==> config.mk <==
export PLATFORM = sky130hd
export DESIGN_NAME = tlb_fault_entry
export DESIGN_NICKNAME = d
export VERILOG_FILES = /design/src/rtl/tlbx_pkg.sv /design/src/rtl/tlbx_cause_enc.sv /design/src/rtl/tlbx_sr_mod.sv /design/src/rtl/tlbx_vec_calc.sv /design/src/rtl/tlb_fault_entry.sv
export SDC_FILE = /design/constraint.sdc
export NUM_CORES = 1
export LEC_CHECK = 0
export BUFFER_PORTS_ARGS = -buffer_cell sky130_fd_sc_hd__buf_2
export CAP_MARGIN = 20
export CORE_AREA = 5 5 139 141
export DETAILED_ROUTE_END_ITERATION = 16
export DIE_AREA = 0 0 144 146
export GPL_TIMING_DRIVEN = 0
export SYNTH_ARGS = -nofsm -noshare
export SYNTH_HDL_FRONTEND = slang
export SYNTH_SLANG_ARGS = --single-unit
==> constraint.sdc <==
create_clock -name clk -period 3.8 [get_ports clk]
set_input_delay 0.19 -clock clk [delete_from_list [all_inputs] [get_ports clk]]
set_output_delay 0.19 -clock clk [all_outputs]
set_load 0.03 [all_outputs]
==> src/rtl/tlbx_pkg.sv <==
package tlbx_pkg;
    localparam int unsigned CODE_W     = 12;
    localparam logic [CODE_W-1:0] CODE_LOAD  = 12'h040;
    localparam logic [CODE_W-1:0] CODE_STORE = 12'h060;
    typedef enum logic { ACC_LOAD = 1'b0, ACC_STORE = 1'b1 } access_e;
endpackage

==> src/rtl/tlbx_cause_enc.sv <==
module tlbx_cause_enc
    import tlbx_pkg::*;
#(
    parameter int unsigned A_W = 32
) (
    input  access_e            acc,
    input  logic               in_ds,
    input  logic [A_W-1:0]     inst_pc,
    input  logic [A_W-1:0]     br_pc,
    output logic [CODE_W-1:0]  code,
    output logic [A_W-1:0]     ret_pc
);
    always_comb begin
        code   = (acc == ACC_STORE) ? CODE_STORE : CODE_LOAD;
        ret_pc = in_ds ? br_pc : inst_pc;
    end
endmodule

==> src/rtl/tlbx_sr_mod.sv <==
module tlbx_sr_mod #(
    parameter int unsigned W = 32,
    parameter logic [W-1:0] SET_MASK = '0
) (
    input  logic [W-1:0] sr_old,
    output logic [W-1:0] sr_new
);
    for (genvar i = 0; i < W; i++) begin : g_bit
        if (SET_MASK[i]) begin : g_force
            assign sr_new[i] = 1'b1;
        end else begin : g_keep
            assign sr_new[i] = sr_old[i];
        end
    end
endmodule

==> src/rtl/tlbx_vec_calc.sv <==
module tlbx_vec_calc #(
    parameter int unsigned A_W = 32,
    parameter logic [A_W-1:0] OFS = 'h100
) (
    input  logic [A_W-1:0] base,
    output logic [A_W-1:0] target
);
    assign target = base + OFS;
endmodule

==> src/rtl/tlb_fault_entry.sv <==
module tlb_fault_entry
    import tlbx_pkg::*;
#(
    parameter int unsigned VA_W      = 32,
    parameter int unsigned PAGE_BITS = 10,
    parameter int unsigned MD_BIT    = 30,
    parameter int unsigned RB_BIT    = 29,
    parameter int unsigned BL_BIT    = 28,
    parameter logic [31:0] VEC_OFS   = 32'h100,
    localparam int unsigned VPN_W    = VA_W - PAGE_BITS
) (
    input  logic                clk,
    input  logic                rst_n,
    input  logic                fault_req,
    input  logic [VA_W-1:0]     fault_va,
    input  logic                fault_is_store,
    input  logic [VA_W-1:0]     cur_pc,
    input  logic                in_delay_slot,
    input  logic [VA_W-1:0]     branch_pc,
    input  logic [31:0]         sr_in,
    input  logic [VA_W-1:0]     vbr_in,
    output logic [VPN_W-1:0]    pteh_vpn,
    output logic [VA_W-1:0]     tea,
    output logic [CODE_W-1:0]   expcode,
    output logic [VA_W-1:0]     spc,
    output logic [31:0]         ssr,
    output logic [31:0]         sr_out,
    output logic                redirect,
    output logic [VA_W-1:0]     redirect_pc,
    output logic                dbl_fault
);
    localparam logic [31:0] SR_SET =
        (32'd1 << MD_BIT) | (32'd1 << RB_BIT) | (32'd1 << BL_BIT);

    typedef struct packed {
        logic [VPN_W-1:0]  vpn;
        logic [VA_W-1:0]   tea;
        logic [CODE_W-1:0] code;
        logic [VA_W-1:0]   spc;
        logic [31:0]       ssr;
        logic [31:0]       sr;
        logic [VA_W-1:0]   tgt;
        logic              redir;
        logic              dbl;
    } state_t;

    state_t st_d, st_q;

    logic [CODE_W-1:0] code_w;
    logic [VA_W-1:0]   ret_pc_w;
    logic [31:0]       sr_new_w;
    logic [VA_W-1:0]   tgt_w;
    logic              blocked_w;
    logic              take_w;

    tlbx_cause_enc #(.A_W(VA_W)) u_cause (
        .acc     (access_e'(fault_is_store)),
        .in_ds   (in_delay_slot),
        .inst_pc (cur_pc),
        .br_pc   (branch_pc),
        .code    (code_w),
        .ret_pc  (ret_pc_w)
    );

    tlbx_sr_mod #(.W(32), .SET_MASK(SR_SET)) u_sr (
        .sr_old (sr_in),
        .sr_new (sr_new_w)
    );

    tlbx_vec_calc #(.A_W(VA_W), .OFS(VEC_OFS[VA_W-1:0])) u_vec (
        .base   (vbr_in),
        .target (tgt_w)
    );

    assign blocked_w = sr_in[BL_BIT];
    assign take_w    = fault_req & ~blocked_w;

    always_comb begin
        st_d       = st_q;
        st_d.redir = 1'b0;
        st_d.dbl   = fault_req & blocked_w;
        if (take_w) begin
            st_d.vpn   = fault_va[VA_W-1:PAGE_BITS];
            st_d.tea   = fault_va;
            st_d.code  = code_w;
            st_d.spc   = ret_pc_w;
            st_d.ssr   = sr_in;
            st_d.sr    = sr_new_w;
            st_d.tgt   = tgt_w;
            st_d.redir = 1'b1;
        end
    end

    always_ff @(posedge clk) begin
        if (!rst_n) st_q <= '0;
        else        st_q <= st_d;
    end

    assign pteh_vpn    = st_q.vpn;
    assign tea         = st_q.tea;
    assign expcode     = st_q.code;
    assign spc         = st_q.spc;
    assign ssr         = st_q.ssr;
    assign sr_out      = st_q.sr;
    assign redirect    = st_q.redir;
    assign redirect_pc = st_q.tgt;
    assign dbl_fault   = st_q.dbl;


    vec_target_chk: assert property (@(posedge clk) disable iff (!rst_n)
        redirect |-> redirect_pc == $past(vbr_in) + VEC_OFS[VA_W-1:0]);


    ssr_prior_chk: assert property (@(posedge clk) disable iff (!rst_n)
        redirect |-> ssr == $past(sr_in));


    sr_bits_chk: assert property (@(posedge clk) disable iff (!rst_n)
        redirect |-> (sr_out[MD_BIT] && sr_out[RB_BIT] && sr_out[BL_BIT]));


    code_value_chk: assert property (@(posedge clk) disable iff (!rst_n)
        redirect |-> (expcode == CODE_LOAD || expcode == CODE_STORE));


    dbl_hold_chk: assert property (@(posedge clk) disable iff (!rst_n)
        dbl_fault |-> ($stable(spc) && $stable(ssr) && $stable(tea) && !redirect));


    pulse_excl_chk: assert property (@(posedge clk) disable iff (!rst_n)
        $onehot0({redirect, dbl_fault}));


    idle_hold_chk: assert property (@(posedge clk) disable iff (!rst_n)
        !$past(fault_req) |-> ($stable(tea) && !redirect && !dbl_fault));
endmodule

==> metrics.cfg, run 1 <==
[power_and_ir_drop]
report.power.total_mw = 3.945
total_leakage_power_nw = 4.419
p_per_area_mw_per_mm2 = 439.0
pwr-share-seq_pct = 38.2
netSwitchingFraction_pct = 28.68
combPwrFrac_pct = 19.2
power.share.clock_pct = 42.6
p_switching_mw = 1.131
ir_drop_mv = 0.2982
intPower_mw = 2.813

[timing]
maxSlewHeadroom_pct = 49.45
rsz0062_at_grt = no
fin_skew_ns = 0
hold_viol = 0
final.setup.tns_ns = 0
fin_crit_sh_pct = 49.74
tightest_slew_ns = 0.7583
maxSlewViolCount = 0
final-setup-viol-count = 0
fin_crit_ns = 1.890
max_freq_mhz = 529.1

[global_route]
met2_usage_pct = 33.92
grt-busiest-layer = met2
use_met3_pct = 5.324
grt_pass1_wl_um = 32480
grt_max_degree = 17
gr-usage-all-layers_pct = 19.72
grt_overflow = 0
antenna_found_initial = 1
grt_pass1_vias = 5978
grtUsageMet1_pct = 23.55

[placed_design]
gp_congestion = 0.8321
numPortBuffers = 349
dp_hpwl_um = 16550

[setup_path]
ff2ff_path_depth = 2
cp-end-kind = flop
r2r_end = ssr[16]
critPathMaxFanout = 6
crit_required_ns = 4.14
crit_end = redirect_pc[30]
critPathLaunch = vbr_in[8]
startpoint_type = input pin
r2r_slack_ns = 3.07
crit_type = in2reg
worstPathArrival_ns = 2.23
r2r-start = ssr[16]

[clock_network]
clk-insertion-delay-late_ns = 0.41
cts_inserted_buffers = 17
htree_levels = 4
postCtsResizedCells = 0
clkTransAtPathRegs_ns = 0.06
numClockSinks = 132
cts_buffer_depth = 2
clock_tree.root_cell = clkbuf_16
cts_tree = yes
cts_setup_buffers = 0

[synthesis]
yosysTopAreaCell = dfxtp_1
ys_top_cells_by_area = dfxtp_1, nand2_1, buf_4, a21oi_1, mux2i_1
yosys.cell_types.count = 37
yosysWarnings = 0
ys_async_sr_fraction_pct = 0
synth-main-ff-cell = dfxtp_1
syn_inst = 690
synth_commonest_cells = nand2_1, dfxtp_1, a21oi_1
synth-seq-area-share_pct = 46.05
synth-seq-cells = 132
yosysTopAreaCellShare_pct = 46.05
syn_avg_cell_area_um2 = 8.316
yosysMostFrequentCell = nand2_1
netlist_area_mm2 = 0.005738
synth_edf_count = 0

[run]
maxCapViolations = 0

[floorplanning]
die_w_um = 144
core_area_mm2 = 0.01784
ios = 361
start_util_pct = 32.16
die-area_mm2 = 0.02102
dieHeight_um = 146
num_rows = 49

[drt]
wl_per_cell_um = 15.75
ant_nets = 0
vias = 6218
dr.pass1.iters = 5
avgViaCountPerCell = 4.552
route.detailed.drc = 0
wl_um = 21510
drt_iter0_drc = 206

[run_status]
status = finished clean

[layout]
diodes = 0
nNetsFinal = 1290
drive_above_1_share_pct = 40.37
fillers = 1794
area_growth_pct = 56.61

[hold_path]
hp-start = fault_va[25]
worstHoldPathType = in2reg

cell usage in the layout (no fill, tap or decap), types with 5 or more instances in the layout:
cell type / count
a211oi_1: 37
a21oi_1: 80
a31oi_1: 10
buf_1: 6
buf_2: 356
buf_4: 65
clkbuf_1: 35
clkbuf_16: 17
conb_1: 10
dfxtp_1: 132
dlygate4sd3_1: 57
mux2i_1: 32
nand2_1: 157
nand3_1: 7
nand4_1: 5
nor2_1: 42
o21ai_0: 21
o31ai_1: 6
or3_1: 5
or4_1: 6
xnor2_1: 5
xor2_1: 5
routing by layer:
metal / vias to the layer above / routed length, µm
li1: 3151 / -
met1: 2797 / 8912
met2: 236 / 10730
met3: 32 / 1460
met4: 2 / 394
met5: - / 13
registers in the layout, summed over array words and instances (netlist names):
register / flops
tea: 10
sr_out: 1
redirect: 1
expcode: 1
dbl_fault: 1
redirect_pc: 32
pteh_vpn: 22
ssr: 32
spc: 32
power groups by stage:
stage / logic, mW / clock network (mW) / registers, mW
after CTS: 0.763 / 1.72 / 1.51
after floorplan: 0.293 / 0 / 1.68
after global routing: 0.816 / 1.79 / 1.52
after detailed placement: 0.712 / 0 / 1.54
final: 0.756 / 1.68 / 1.51
after global placement: 0.711 / 0 / 1.53
per-stage QoR:
step	utilization (%)	area [µm²]	instances	setup slack [ns]	hold WS, ns
2_1_floorplan	-	5772	699	2.361	0.2857
3_3_place_gp	43.75	7805	1277	1.674	0.4321
3_5_place_dp	43.75	7805	1277	1.667	0.4359
4_1_cts	50.37	8986	1366	1.931	0.0005777
5_1_grt	50.37	8986	1366	1.776	0.004463
6_report	50.37	8986	1366	1.910	0.02270
worst max-delay path, stage by stage:
cell	delay (ns)
dlygate4sd3_1	0.54
buf_2	0.15
ha_1	0.22
and4_1	0.22
buf_4	0.16
nand4_1	0.22
or3_1	0.36
a31oi_1	0.17
how the worst min path moves through the flow:
stage / to / slack (ns) / cells after the start
2_1_floorplan: redirect_pc[8] / 0.29 / 1
3_3_place_gp: pteh_vpn[3] / 0.43 / 3
3_5_place_dp: pteh_vpn[6] / 0.44 / 3
4_1_cts: ssr[5] / 0.0006 / 3
5_1_grt: ssr[0] / 0.004 / 3
6_report: pteh_vpn[15] / 0.02 / 3
kinds of logic after synthesis:
| group | after synthesis | share of synthesized area [%] |
|---|---|---|
| AND/OR/NAND/NOR | 242 | 18.43 |
| AO/OA/AOI/OAI | 156 | 15.87 |
| flip-flops | 132 | 46.05 |
| buffers and inverters | 116 | 12.25 |
| multiplexers | 32 | 5.582 |
| XOR/XNOR | 10 | 1.526 |
| adder cells (fa/ha/maj) | 1 | 0.2180 |
| other | 1 | 0.06535 |
final cells by class:
class	count	area [µm²]	share of cell area, %
Clock buffer	20	456.7	5.082
Sequential cell	132	2643	29.41
Buffer	114	695.7	7.742
Inverter	2	7.507	0.08354
Clock inverter	12	153.9	1.713
Multi-Input combinational cell	451	2426	27.00
Tap cell	229	286.5	3.189
Timing Repair Buffer	406	2317	25.79
repair_timing:
item | CTS | global route
endpoints found under the hold margin | 57 | 0
hold buffers | 57 | 0
endpoints found under the setup margin | 0 | 0
No activity file was read; power rests on OpenSTA's default activity.
==> run 2: changes to the inputs <==
==> constraint.sdc (replaced) <==
create_clock -name clk -period 1.8 [get_ports clk]
set_input_delay 0.09 -clock clk [delete_from_list [all_inputs] [get_ports clk]]
set_output_delay 0.09 -clock clk [all_outputs]
set_load 0.03 [all_outputs]
==> run 2 against run 1 <==
  * Wire length rose by 1.2%
  * Sequential share of layout area down 1.1 points
  * Cell count up 2.5%
  * Total power rose by 110%
  * Critical path type unchanged
==> metrics.cfg, run 2 (synthesis results as in run 1) <==
[floorplanning]
start_util_pct = 32.16  ; unchanged
dieHeight_um = 146  ; unchanged
num_rows = 49  ; unchanged
ios = 361  ; unchanged
die-area_mm2 = 0.02102  ; unchanged
die_w_um = 144  ; unchanged
core_area_mm2 = 0.01784  ; unchanged

[power_and_ir_drop]
report.power.total_mw = 8.393  ; was 3.945 mW
p_per_area_mw_per_mm2 = 897.5  ; was 439.0 mW/mm²
total_leakage_power_nw = 4.575  ; was 4.419 nW
ir_drop_mv = 0.6273  ; was 0.2982 mV

[layout]
area_growth_pct = 62.97  ; was 56.61%
design_area_mm2 = 0.009351  ; was 0.008986 mm²
multi_input_area_mm2 = 0.002439  ; was 0.002426 mm²
regArea_mm2 = 0.002643  ; unchanged
layout.cells.most_common = buf_2  ; unchanged
drive_above_1_share_pct = 39.28  ; was 40.37%
nNetsFinal = 1324  ; was 1290
mostFrequentLayoutCells = buf_2, nand2_1, dfxtp_1, dlygate4sd3_1, a21oi_1  ; was buf_2, nand2_1, dfxtp_1, a21oi_1, buf_4
instances_no_fill = 1400  ; was 1366
fillers = 1739  ; was 1794
diodes = 0  ; unchanged

[drt]
wl_per_cell_um = 15.55  ; was 15.75 µm
route.detailed.drc = 0  ; unchanged
ant_nets = 0  ; unchanged
dr.pass1.iters = 4  ; was 5
wl_um = 21770  ; was 21510 µm
drt_iter0_drc = 183  ; was 206
avgViaCountPerCell = 4.508  ; was 4.552
vias = 6311  ; was 6218

[clock_network]
cts_buffer_depth = 2  ; unchanged
cts_tree = yes  ; unchanged
numClockSinks = 132  ; unchanged
cts_inserted_buffers = 17  ; unchanged
clock_tree.root_cell = clkbuf_16  ; unchanged
clkTransAtPathRegs_ns = 0.05  ; was 0.06 ns
htree_levels = 4  ; unchanged
cts_setup_buffers = 0  ; unchanged
clk-insertion-delay-late_ns = 0.41  ; about the same

[setup_path]
ff2ff_path_depth = 2  ; unchanged
critPathLaunch = vbr_in[23]  ; was vbr_in[8]
startpoint_type = input pin  ; unchanged
crit_family = buffers and inverters  ; unchanged
r2r-start = ssr[16]  ; unchanged
critPathMaxFanout = 6  ; unchanged
r2r_end = ssr[16]  ; unchanged
r2r_slack_ns = 1.07  ; was 3.07 ns
crit_type = in2reg  ; unchanged
crit_required_ns = 2.13  ; was 4.14 ns
crit_end = redirect_pc[31]  ; was redirect_pc[30]
cp_num_buf_inv = 2  ; was 3
cp-end-kind = flop  ; unchanged
slowest_delay_ns = 0.52  ; was 0.54 ns
cp_slowest_cell = dlygate4sd3_1  ; unchanged
path_depth = 6  ; was 8
crit_chain = dlygate4sd3_1 > buf_2 > and4_1 > nand4_1 > o41a_1 > a211oi_1  ; was dlygate4sd3_1 > buf_2 > ha_1 > and4_1 > buf_4 > nand4_1 > or3_1 > a31oi_1
worstPathArrival_ns = 1.93  ; was 2.23 ns

[timing]
maxSlewHeadroom_pct = 49.25  ; was 49.45%
maxSlewViolCount = 0  ; unchanged
hold_viol = 0  ; unchanged
final-setup-viol-count = 0  ; unchanged
final.setup.tns_ns = 0  ; unchanged
fin_crit_ns = 1.608
fin_skew_ns = 0  ; unchanged
max_freq_mhz = 622.1
tightest_slew_ns = 0.7612  ; was 0.7583 ns
rsz0062_at_grt = no  ; unchanged
fin_crit_sh_pct = 89.31

[global_route]
grt_pass1_vias = 6062  ; was 5978
gr-usage-all-layers_pct = 19.85  ; was 19.72%
grt_max_degree = 17  ; unchanged
antenna_found_initial = 0  ; was 1
grt_overflow = 0  ; unchanged
grt_pass1_wl_um = 32780  ; was 32480 µm

[placed_design]
placed_cells = 1277  ; unchanged
dpl-instance-area_mm2 = 0.007805  ; unchanged
numPortBuffers = 349  ; unchanged
dp_hpwl_um = 16550  ; unchanged
gp_congestion = 0.8321  ; unchanged

[run]
maxCapViolations = 0  ; unchanged

[run_status]
status = finished clean  ; unchanged

[hold_path]
worstHoldPathType = in2reg  ; unchanged

-- run 2: cell count changes in the layout (fill, tap and decap cells not counted), sizes merged --
cell,delta
dlygate4sd3,+33
dlymetal6s4s,+1
-- run 2: worst min-delay path by stage --
stage	from	end	slack, ns	cells after the start
2_1_floorplan	vbr_in[8]	redirect_pc[8]	0.19	1
3_3_place_gp	fault_va[13]	pteh_vpn[3]	0.33	3
3_5_place_dp	fault_va[16]	pteh_vpn[6]	0.34	3
4_1_cts	cur_pc[9]	spc[9]	0.002	3
5_1_grt	cur_pc[15]	spc[15]	0.02	3
6_report	cur_pc[15]	spc[15]	0.02	3
-- run 2: final cells by class --
type | instances | area share [%]
timing repair buffer | 440 | 28.51
buffer | 114 | 7.479
tap | 229 | 3.064
multi-input combinational | 451 | 26.08
clock inverter | 12 | 1.646
inverter | 2 | 0.08028
clock buffer | 20 | 4.884
sequential | 132 | 28.26
-- run 2: worst register-to-register path: cells and delay by family (launching register included) --
| family | cells | cell delay [ns] |
|---|---|---|
| AO/OA/AOI/OAI | 1 | 0.17 |
| flip-flops | 1 | 0.41 |
| AND/OR/NAND/NOR | 1 | 0.09 |
-- run 2: stage by stage --
stage / hold slack (ns) / setup slack (ns) / util [%]
CTS: 0.001695 / 0.03097 / 52.28
global route: 0.01570 / 0.1376 / 52.42
floorplan: 0.1857 / 0.4613 / -
global placement: 0.3321 / -0.2258 / 43.75
detailed placement: 0.3359 / -0.2333 / 43.75
finish: 0.02059 / 0.1925 / 52.42
-- run 2: routing by layer --
metal | global-route usage [%] | share of wire [%]
met5 | 0 | 0
met4 | 6.591 | 2.0
met3 | 5.028 | 6.4
met2 | 34.38 | 50
met1 | 23.73 | 42
-- run 2: report_power, final --
| group | switching (mW) | internal, mW | leakage [nW] | total, mW |
|---|---|---|---|---|
| registers | 0.0977 | 3.09 | 1.08 | 3.18 |
| logic | 1.01 | 0.656 | 3.20 | 1.66 |
| clock network | 1.30 | 2.25 | 0.292 | 3.55 |
-- run 2: timing repair --
item | in CTS | in global routing
hold endpoints to repair | 89 | 0
hold buffers | 91 | 0
endpoints found under the setup margin | 0 | 4
resized for setup | 0 | 6
